--- src/rtl/crcdec_pkg.sv ---
`timescale 1ns/1ps
package crcdec_pkg;

   typedef enum logic [2:0] {
      ST_PFX  = 3'd0,
      ST_ESC0 = 3'd1,
      ST_ESC1 = 3'd2,
      ST_OPC  = 3'd3,
      ST_MRM  = 3'd4
   } seq_st_e;

   typedef enum logic [1:0] {
      WID_8  = 2'd0,
      WID_16 = 2'd1,
      WID_32 = 2'd2,
      WID_64 = 2'd3
   } src_wid_e;

   typedef struct packed {
      logic lock;
      logic rep;
      logic sel;
      logic osz;
   } pfx_flags_t;

   localparam logic [7:0] B_LOCK  = 8'hF0;
   localparam logic [7:0] B_SEL   = 8'hF2;
   localparam logic [7:0] B_REP   = 8'hF3;
   localparam logic [7:0] B_OSZ   = 8'h66;
   localparam logic [7:0] B_ESC_A = 8'h0F;
   localparam logic [7:0] B_ESC_B = 8'h38;
   localparam logic [7:0] B_OP8   = 8'hF0;
   localparam logic [7:0] B_OPW   = 8'hF1;
   localparam logic [3:0] EXT_HI  = 4'h4;

   function automatic logic is_legacy_pfx(input logic [7:0] b);
      return (b == B_LOCK) || (b == B_SEL) || (b == B_REP) || (b == B_OSZ);
   endfunction

   function automatic src_wid_e pick_width(input logic opc_lsb,
                                           input logic ext_w,
                                           input logic osz);
      src_wid_e w;
      if (!opc_lsb)   w = WID_8;
      else if (ext_w) w = WID_64;
      else if (osz)   w = WID_16;
      else            w = WID_32;
      return w;
   endfunction

endpackage

--- src/rtl/crcdec_pfx_trk.sv ---
`timescale 1ns/1ps
module crcdec_pfx_trk
   import crcdec_pkg::*;
#(
   parameter int BYTE_W  = 8,
   parameter int PFX_MAX = 4
) (
   input  logic              clk,
   input  logic              rst_n,
   input  logic              clr_i,
   input  logic              take_i,
   input  logic [BYTE_W-1:0] byte_i,
   output pfx_flags_t        flags_o,
   output logic              full_o
);
   localparam int CNT_W = $clog2(PFX_MAX + 1);

   logic [CNT_W-1:0] cnt_q;
   pfx_flags_t       flags_q;

   always_ff @(posedge clk) begin
      if (!rst_n || clr_i) begin
         cnt_q   <= '0;
         flags_q <= '0;
      end else if (take_i) begin
         cnt_q <= cnt_q + CNT_W'(1);
         if (byte_i[7:0] == B_LOCK) flags_q.lock <= 1'b1;
         if (byte_i[7:0] == B_REP)  flags_q.rep  <= 1'b1;
         if (byte_i[7:0] == B_SEL)  flags_q.sel  <= 1'b1;
         if (byte_i[7:0] == B_OSZ)  flags_q.osz  <= 1'b1;
      end
   end

   assign flags_o = flags_q;
   assign full_o  = (cnt_q == CNT_W'(PFX_MAX));

endmodule

--- src/rtl/crcdec_seq.sv ---
`timescale 1ns/1ps
module crcdec_seq
   import crcdec_pkg::*;
#(
   parameter int BYTE_W = 8
) (
   input  logic              clk,
   input  logic              rst_n,
   input  logic              vld_i,
   input  logic [BYTE_W-1:0] byte_i,
   input  logic              wide_i,
   input  logic              sel_seen_i,
   input  logic              pfx_full_i,
   output logic              pfx_take_o,
   output logic              pfx_clr_o,
   output logic              op_ld_o,
   output logic              fire_o,
   output logic              ext_w_o
);
   seq_st_e    st_q, st_d;
   logic       ext_w_q;
   logic       ext_set;
   logic [7:0] b;

   assign b = byte_i[7:0];

   always_comb begin
      st_d       = st_q;
      pfx_take_o = 1'b0;
      pfx_clr_o  = 1'b0;
      op_ld_o    = 1'b0;
      fire_o     = 1'b0;
      ext_set    = 1'b0;
      if (vld_i) begin
         case (st_q)
            ST_PFX: begin
               if (is_legacy_pfx(b)) begin
                  if (pfx_full_i) pfx_clr_o  = 1'b1;
                  else            pfx_take_o = 1'b1;
               end else if (wide_i && b[7:4] == EXT_HI) begin
                  ext_set = 1'b1;
                  st_d    = ST_ESC0;
               end else if (b == B_ESC_A) begin
                  st_d = ST_ESC1;
               end else begin
                  pfx_clr_o = 1'b1;
               end
            end
            ST_ESC0: begin
               if (b == B_ESC_A) st_d = ST_ESC1;
               else begin
                  pfx_clr_o = 1'b1;
                  st_d      = ST_PFX;
               end
            end
            ST_ESC1: begin
               if (b == B_ESC_B) st_d = ST_OPC;
               else begin
                  pfx_clr_o = 1'b1;
                  st_d      = ST_PFX;
               end
            end
            ST_OPC: begin
               if ((b == B_OP8 || b == B_OPW) && sel_seen_i) begin
                  op_ld_o = 1'b1;
                  st_d    = ST_MRM;
               end else begin
                  pfx_clr_o = 1'b1;
                  st_d      = ST_PFX;
               end
            end
            ST_MRM: begin
               fire_o    = 1'b1;
               pfx_clr_o = 1'b1;
               st_d      = ST_PFX;
            end
            default: begin
               pfx_clr_o = 1'b1;
               st_d      = ST_PFX;
            end
         endcase
      end
   end

   always_ff @(posedge clk) begin
      if (!rst_n) begin
         st_q    <= ST_PFX;
         ext_w_q <= 1'b0;
      end else begin
         st_q <= st_d;
         if (pfx_clr_o)    ext_w_q <= 1'b0;
         else if (ext_set) ext_w_q <= b[3];
      end
   end

   assign ext_w_o = ext_w_q;

endmodule

--- src/rtl/crcdec_out.sv ---
`timescale 1ns/1ps
module crcdec_out
   import crcdec_pkg::*;
#(
   parameter int BYTE_W    = 8,
   parameter int PULSE_REG = 0
) (
   input  logic              clk,
   input  logic              rst_n,
   input  logic [BYTE_W-1:0] byte_i,
   input  logic              op_ld_i,
   input  logic              fire_i,
   input  logic              ext_w_i,
   input  logic              osz_i,
   input  logic              bad_i,
   output logic              hit_o,
   output logic              ud_o,
   output logic [1:0]        width_o,
   output logic              dst64_o,
   output logic [BYTE_W-1:0] modrm_o
);
   src_wid_e          wid_q;
   logic              dst_q;
   logic [BYTE_W-1:0] modrm_q;

   always_ff @(posedge clk) begin
      if (!rst_n) begin
         wid_q   <= WID_8;
         dst_q   <= 1'b0;
         modrm_q <= '0;
      end else begin
         if (op_ld_i) begin
            wid_q <= pick_width(byte_i[0], ext_w_i, osz_i);
            dst_q <= ext_w_i;
         end
         if (fire_i) modrm_q <= byte_i;
      end
   end

   assign width_o = wid_q;
   assign dst64_o = dst_q;

   generate
      if (PULSE_REG == 0) begin : g_comb
         assign hit_o   = fire_i & ~bad_i;
         assign ud_o    = fire_i &  bad_i;
         assign modrm_o = fire_i ? byte_i : modrm_q;
      end else begin : g_reg
         logic hit_q, ud_q;
         always_ff @(posedge clk) begin
            if (!rst_n) begin
               hit_q <= 1'b0;
               ud_q  <= 1'b0;
            end else begin
               hit_q <= fire_i & ~bad_i;
               ud_q  <= fire_i &  bad_i;
            end
         end
         assign hit_o   = hit_q;
         assign ud_o    = ud_q;
         assign modrm_o = modrm_q;
      end
   endgenerate

endmodule

--- src/rtl/crcacc_decoder.sv ---
`timescale 1ns/1ps
module crcacc_decoder
   import crcdec_pkg::*;
#(
   parameter int BYTE_W    = 8,
   parameter int PFX_MAX   = 4,
   parameter int PULSE_REG = 0
) (
   input  logic              clk,
   input  logic              rst_n,
   input  logic [BYTE_W-1:0] byte_i,
   input  logic              vld_i,
   input  logic              wide_mode_i,
   input  logic              feat_en_i,
   output logic              hit_o,
   output logic              ud_o,
   output logic [1:0]        width_o,
   output logic              dst64_o,
   output logic [BYTE_W-1:0] modrm_o
);
   initial begin
      assert (BYTE_W == 8) else $error("BYTE_W must be 8");
      assert (PFX_MAX >= 1 && PFX_MAX <= 15) else $error("PFX_MAX out of range");
      assert (PULSE_REG == 0 || PULSE_REG == 1) else $error("PULSE_REG must be 0 or 1");
   end

   pfx_flags_t flags;
   logic       pfx_full, pfx_take, pfx_clr, op_ld, fire, ext_w, bad;

   crcdec_pfx_trk #(.BYTE_W(BYTE_W), .PFX_MAX(PFX_MAX)) u_pfx (
      .clk     (clk),
      .rst_n   (rst_n),
      .clr_i   (pfx_clr),
      .take_i  (pfx_take),
      .byte_i  (byte_i),
      .flags_o (flags),
      .full_o  (pfx_full)
   );

   crcdec_seq #(.BYTE_W(BYTE_W)) u_seq (
      .clk        (clk),
      .rst_n      (rst_n),
      .vld_i      (vld_i),
      .byte_i     (byte_i),
      .wide_i     (wide_mode_i),
      .sel_seen_i (flags.sel),
      .pfx_full_i (pfx_full),
      .pfx_take_o (pfx_take),
      .pfx_clr_o  (pfx_clr),
      .op_ld_o    (op_ld),
      .fire_o     (fire),
      .ext_w_o    (ext_w)
   );

   assign bad = flags.lock | flags.rep | ~feat_en_i;

   crcdec_out #(.BYTE_W(BYTE_W), .PULSE_REG(PULSE_REG)) u_out (
      .clk     (clk),
      .rst_n   (rst_n),
      .byte_i  (byte_i),
      .op_ld_i (op_ld),
      .fire_i  (fire),
      .ext_w_i (ext_w),
      .osz_i   (flags.osz),
      .bad_i   (bad),
      .hit_o   (hit_o),
      .ud_o    (ud_o),
      .width_o (width_o),
      .dst64_o (dst64_o),
      .modrm_o (modrm_o)
   );

endmodule

--- config.mk ---
export PLATFORM = sky130hd
export DESIGN_NAME = crcacc_decoder
export DESIGN_NICKNAME = d
export VERILOG_FILES = /design/src/rtl/crcdec_pkg.sv /design/src/rtl/crcdec_pfx_trk.sv /design/src/rtl/crcdec_seq.sv /design/src/rtl/crcdec_out.sv /design/src/rtl/crcacc_decoder.sv
export SDC_FILE = /design/constraint.sdc
export NUM_CORES = 1
export LEC_CHECK = 0
export BUFFER_PORTS_ARGS = -buffer_cell sky130_fd_sc_hd__buf_2
export CORE_ASPECT_RATIO = 0.9
export CORE_MARGIN = 2
export CORE_UTILIZATION = 52
export DETAILED_ROUTE_END_ITERATION = 6
export GPL_ROUTABILITY_DRIVEN = 0
export PLACE_DENSITY_LB_ADDON = 0.1
export REMOVE_ABC_BUFFERS = 1
export SYNTH_ARGS = -nofsm -noshare
export SYNTH_HDL_FRONTEND = slang
export SYNTH_SLANG_ARGS = --single-unit
--- constraint.sdc ---
create_clock -name clk -period 2.2 [get_ports clk]
set_input_delay 0.22 -clock clk [delete_from_list [all_inputs] [get_ports clk]]
set_output_delay 0.22 -clock clk [all_outputs]
set_load 0.01 [all_outputs]
==> results by group, run 1 <==
Worst setup path
  • Crit Path Category: register to output pin
  • RR Endpoint: u_pfx.cnt_q[1]
  • R2r setup slk: 0.36 ns
  • CP Max Fanout: 10
  • Cells on worst reg2reg path: 5
  • Reg-to-Reg Start: u_seq.st_q[0]
  • WP data arrival: 1.75 ns
  • Worst Setup End Kind: output pin
  • Crit path from: u_seq.st_q[2]
  • CP startpoint kind: register
  • Critical Path End: modrm_o[4]
  • Worst endpoint required time: 1.98 ns

Floorplanning
  • Die area: 2650 µm²
  • Die Span X: 54.1 µm
  • Num rows: 16
  • Core footprint: 2160 µm²
  • Ports: 26
  • Initial Util: 0.542
  • Die height: 49.0 µm

Placed design
  • Post-DP HPWL: 1930 µm
  • I/O Buffers: 25
  • Area after DPL: 1340 µm²

Logic synthesis
  • Syn Area/Cell: 9.23 µm²
  • EDFF count, synth: 0
  • Synth area leader: dfxtp_1
  • Warnings, synthesis: 0
  • Flops & latches, synth: 22
  • Syn Inst Count: 127
  • Top cell type's share of synthesized area: 0.376
  • Top FF cell, synth: dfxtp_1
  • Syn Std Cell Area: 1170 µm²
  • Netlist cell types: 37
  • Synth top area cells: dfxtp_1 (38%), mux2_2 (7.7%), and2_1 (4.3%)
  • Ys async rst share: 0
  • Seq/Total Area, Yosys: 0.376

Clocking
  • Clock Tree Root: clkbuf_4
  • Worst-path clk slew: 0.12 ns
  • CTS buffer count: 3
  • H-tree Lvls: 1
  • CTS tree: done
  • Clk buf depth: 2
  • Post-CTS setup buffer count: 0
  • Clock Sinks: 22
  • # hold bufs at CTS: 0
  • Clk_lat worst skew: 0.30 ns
  • Post_cts resized: 0

Route
  • Via Count: 1,062
  • DR vias/cell: 5.87
  • Drt pass-1 iters: 4
  • Post-DRT Antenna Nets: 0
  • Starting DRT DRC Count: 19
  • WL per Instance: 14.0 µm
  • DRC viols: 0
  • Final wirelength: 2540 µm

Final layout
  • Commonest non-fill, non-tap cell in the layout: buf_2
  • Antenna diodes: 0
  • Area Growth Syn to Fin: 16.1%
  • Share of cells above drive strength 1: 0.273
  • Nets: 171
  • Highest-count cells in the layout ignoring fill and taps: buf_2 (25), dfxtp_1 (22), nor2_1 (13)
  • Post-route core utilization: 0.630
  • Fin area: 1360 µm²

Global route
  • Vias in the first global route: 943
  • Largest net degree at the start of global routing: 16
  • Global-route wire length before repair: 4280 µm
  • GRT Total Usage: 0.219
  • Antenna violations before repair: 0
  • GRT overflow: 0

Min path
  • Hold Path Class: input pin to register

Pwr
  • Worst IR Drop VDD: 0.438 mV
  • Clock power share: 0.282
  • Sequential power share: 0.631
  • Internal cell power: 0.483 mW
  • Combinational power share: 0.087
  • Leakage: 0.555 nW
  • Total power: 0.632 mW
  • Pwr dens: 464 nW/µm²
  • Sw frac: 0.236
  • Psw: 0.149 mW

Timing
  • Setup TNS Final: 0 ns
  • Period Utilization, post-route: 0.896
  • Setup violators final: 0
  • Fin crit period: 1.97 ns
  • Final Max Slew Viols: 0
  • Worst relative slew slack: 0.633
  • Worst-Margin Slew: 0.545 ns
  • Final Skew: 0.00709 ns
  • Hold Fails Final Rpt: 0
  • Fmax: 507 MHz
  • RSZ-0062 raised after global routing: no

Flow run
  • Max_cap viols: 0

Outcome
  • Outcome: finished clean
-- cell type report --
| class | instances | area, µm² |
|---|---|---|
| Fill cell | 198 | 801 |
| Inverter | 7 | 26.3 |
| Tap cell | 27 | 33.8 |
| Multi-Input combinational cell | 94 | 691 |
| Sequential cell | 22 | 440 |
| Clock buffer | 3 | 22.5 |
| Timing Repair Buffer | 28 | 148 |
-- critical path, cell delays in order (launching register included) --
cell      delay (ns)
dfxtp_1         0.37
buf_4           0.16
nor4bb_1        0.20
buf_4           0.23
mux2_2          0.35
buf_2           0.14
-- power groups by stage --
stage / Combinational [mW] / Sequential (mW) / Clock, mW
floorplan: 0.0220 / 0.408 / 0
global placement: 0.0528 / 0.408 / 0
detailed placement: 0.0539 / 0.408 / 0
CTS: 0.0542 / 0.399 / 0.190
global route: 0.0602 / 0.399 / 0.203
finish: 0.0550 / 0.399 / 0.178
-- per-stage QoR --
step / instances / hold WS, ns / worst slack [ns]
2_1_floorplan: 123 / 0.338 / 0.0884
3_3_place_gp: 178 / 0.454 / 0.338
3_5_place_dp: 178 / 0.472 / 0.240
4_1_cts: 181 / 0.218 / 0.215
5_1_grt: 181 / 0.233 / 0.140
6_report: 181 / 0.239 / 0.230
-- kinds of logic after synthesis --
group           synth area share
flops                      0.376
mux                        0.111
buf+inv                   0.0352
compound gates             0.161
simple gates               0.281
xor+xnor                  0.0149
fa+ha+maj                 0.0213
-- metal layers --
layer	vias up	GRT usage	part of all wire
li1	510	-	-
met1	501	0.278	0.42
met2	45	0.346	0.50
met3	6	0.0644	0.059
met4	0	0.0792	0.018
met5	-	0	0
-- how the worst min path moves through the flow --
stage	endpoint	from	cells after the start	slack [ns]
finish	u_seq.ext_w_o	byte_i[3]	3	0.24
global route	u_seq.ext_w_o	byte_i[3]	3	0.23
CTS	u_seq.ext_w_o	byte_i[3]	3	0.22
detailed placement	u_pfx.flags_o[3]	u_pfx.flags_o[3]	2	0.47
global placement	u_pfx.flags_o[3]	u_pfx.flags_o[3]	2	0.45
floorplan	u_seq.st_q[0]	rst_n	1	0.34
-- flip-flops by register name, indices dropped and copies added, names as in the netlist --
name	flops
u_seq.st_q	3
u_pfx.cnt_q	3
u_out.dst64_o	1
u_seq.ext_w_o	1
u_out.modrm_q	8
u_pfx.flags_o	4
u_out.width_o	2
-- cell usage after synthesis, types with 2 or more instances --
| cell | count |
|---|---|
| clkbuf_1 | 4 |
| nand2_1 | 6 |
| mux2i_1 | 4 |
| nor4b_1 | 2 |
| ha_1 | 2 |
| nand4_1 | 3 |
| nor2b_1 | 6 |
| nand2b_1 | 3 |
| nor3_1 | 2 |
| nor4bb_1 | 3 |
| and3_1 | 2 |
| dfxtp_1 | 22 |
| a21boi_0 | 4 |
| nand3_1 | 2 |
| and2_1 | 8 |
| mux2_2 | 8 |
| xnor2_1 | 2 |
| nor2_1 | 13 |
| a21oi_1 | 5 |
| inv_1 | 7 |
| o21a_1 | 3 |
(Power assumes the default switching activity.)
==> run 2: changes to the inputs <==
--- a/config.mk
+++ b/config.mk
@@ -7,12 +7,14 @@
 export LEC_CHECK = 0
 export BUFFER_PORTS_ARGS = -buffer_cell sky130_fd_sc_hd__buf_2
 export CORE_ASPECT_RATIO = 0.9
-export CORE_MARGIN = 2
+export CORE_MARGIN = 5
 export CORE_UTILIZATION = 52
+export CTS_CLUSTER_DIAMETER = 30
 export DETAILED_ROUTE_END_ITERATION = 6
 export GPL_ROUTABILITY_DRIVEN = 0
 export PLACE_DENSITY_LB_ADDON = 0.1
 export REMOVE_ABC_BUFFERS = 1
+export SLEW_MARGIN = 20
 export SYNTH_ARGS = -nofsm -noshare
 export SYNTH_HDL_FRONTEND = slang
 export SYNTH_SLANG_ARGS = --single-unit
==> results by group, run 2 (synthesis results as in run 1) <==
Timing
  • Final Skew: 0.0121 ns
  • Hold Fails Final Rpt: 0
  • Worst relative slew slack: 0.612
  • Setup TNS Final: 0 ns
  • Final Max Slew Viols: 0
  • Period Utilization, post-route: 0.912
  • Fmax: 499 MHz
  • Fin crit period: 2.01 ns
  • Worst-Margin Slew: 0.577 ns
  • RSZ-0062 raised after global routing: no
  • Setup violators final: 0

Worst setup path
  • CP Cell Sequence: nor4bb_1, buf_4, mux2_2, buf_2
  • Cells on worst reg2reg path: 5
  • CP startpoint kind: register
  • CP Max Fanout: 10
  • Family with the most delay on the worst path: flip-flops
  • Slowest stage cell, crit path: dfxtp_1
  • WP data arrival: 1.79 ns
  • Critical path's largest stage delay: 0.50 ns
  • Worst endpoint required time: 1.98 ns
  • Crit Path Category: register to output pin
  • Crit path buf inv count: 2
  • WP depth: 4
  • Worst Setup End Kind: output pin

Floorplanning
  • Die Span X: 60.1 µm
  • Initial Util: 0.542
  • Ports: 26
  • Num rows: 16
  • Core footprint: 2160 µm²
  • Die height: 55.0 µm
  • Die area: 3310 µm²

Min path
  • Hold Crit Depth: 3
  • Hold Path Class: input pin to register

Clocking
  • Clock Sinks: 22
  • H-tree Lvls: 1
  • Post_cts resized: 0
  • # hold bufs at CTS: 0
  • CTS tree: done
  • Post-CTS setup buffer count: 0
  • CTS buffer count: 3
  • Clk_lat worst skew: 0.31 ns
  • Clock Tree Root: clkbuf_4
  • Worst-path clk slew: 0.12 ns
  • Clk buf depth: 2

Route
  • Via Count: 977
  • Post-DRT Antenna Nets: 0
  • DRC viols: 0
  • Final wirelength: 2440 µm
  • WL per Instance: 13.5 µm
  • Drt pass-1 iters: 4
  • Starting DRT DRC Count: 31
  • DR vias/cell: 5.40

Placed design
  • Post-DP HPWL: 1920 µm
  • I/O Buffers: 25

Global route
  • GRT overflow: 0
  • Antenna violations before repair: 0
  • Largest net degree at the start of global routing: 16
  • Vias in the first global route: 931
  • Global-route wire length before repair: 4180 µm
  • GRT Total Usage: 0.167

Final layout
  • Fillers: 184
  • Nets: 170
  • Highest-count cells in the layout ignoring fill and taps: buf_2 (25), dfxtp_1 (22), nor2_1 (13)
  • Commonest non-fill, non-tap cell in the layout: buf_2
  • Max reg flops: 8
  • Area Growth Syn to Fin: 16.6%
  • Share of cells above drive strength 1: 0.273
  • Antenna diodes: 0
  • Most flop-heavy register: u_out.modrm_q
  • Post-route core utilization: 0.633

Outcome
  • Outcome: finished clean

Pwr
  • Pwr dens: 491 nW/µm²
  • Total power: 0.671 mW
  • Leakage: 0.557 nW
  • Worst IR Drop VDD: 0.473 mV

Flow run
  • Max_cap viols: 0
run 2: changes by cell type in the layout (fill, tap and decap cells not counted):
cell and delta:
buf_4 -1, clkbuf_8 +1
run 2: worst min-delay path: cells and delay by family:
| kind | cells | cell delay, ns |
|---|---|---|
| and+or+nand+nor | 1 | 0.08 |
| muxes | 1 | 0.09 |
| buffers and inverters | 1 | 0.12 |
run 2: power breakdown:
group          internal (mW)  switching [mW]  total [mW]
Combinational         0.0209          0.0334      0.0543
Sequential             0.399        0.000551       0.399
Clock                  0.101           0.117       0.218
Total                  0.520           0.151       0.671
run 2: per-layer routing:
layer | vias to the layer above | share of wire | track usage
met5 | - | 0 | 0
met4 | 0 | 0 | 0.0221
met3 | 0 | 0.055 | 0.0418
met2 | 26 | 0.47 | 0.282
met1 | 443 | 0.47 | 0.221
li1 | 508 | - | -
run 2: worst paths after layout:
check / start / endpoint / slack [ns]
hold / removal: byte_i[3] / u_seq.ext_w_o / 0.24
hold reg to reg: u_pfx.flags_o[2] / u_pfx.flags_o[2] / 0.48
setup / recovery: u_seq.st_q[2] / modrm_o[4] / 0.19
setup reg to reg: u_seq.st_q[2] / u_pfx.cnt_q[1] / 0.45
run 2: cell type report:
cell class / instances / area, µm² / area share
Multi-Input combinational cell: 94 / 691 / 0.505
Sequential cell: 22 / 440 / 0.322
Timing Repair Buffer: 27 / 140 / 0.102
Clock buffer: 4 / 36.3 / 0.0265
Tap cell: 27 / 33.8 / 0.0247
Inverter: 7 / 26.3 / 0.0192
run 2: through the flow:
| stage | worst slack (ns) | hold slack, ns | instance area (µm²) | cells |
|---|---|---|---|---|
| floorplan | 0.0884 | 0.338 | 1160 | 123 |
| global placement | 0.337 | 0.454 | 1330 | 177 |
| detailed placement | 0.277 | 0.458 | 1330 | 177 |
| CTS | 0.179 | 0.230 | 1370 | 181 |
| global route | 0.0404 | 0.258 | 1370 | 181 |
| finish | 0.194 | 0.235 | 1370 | 181 |
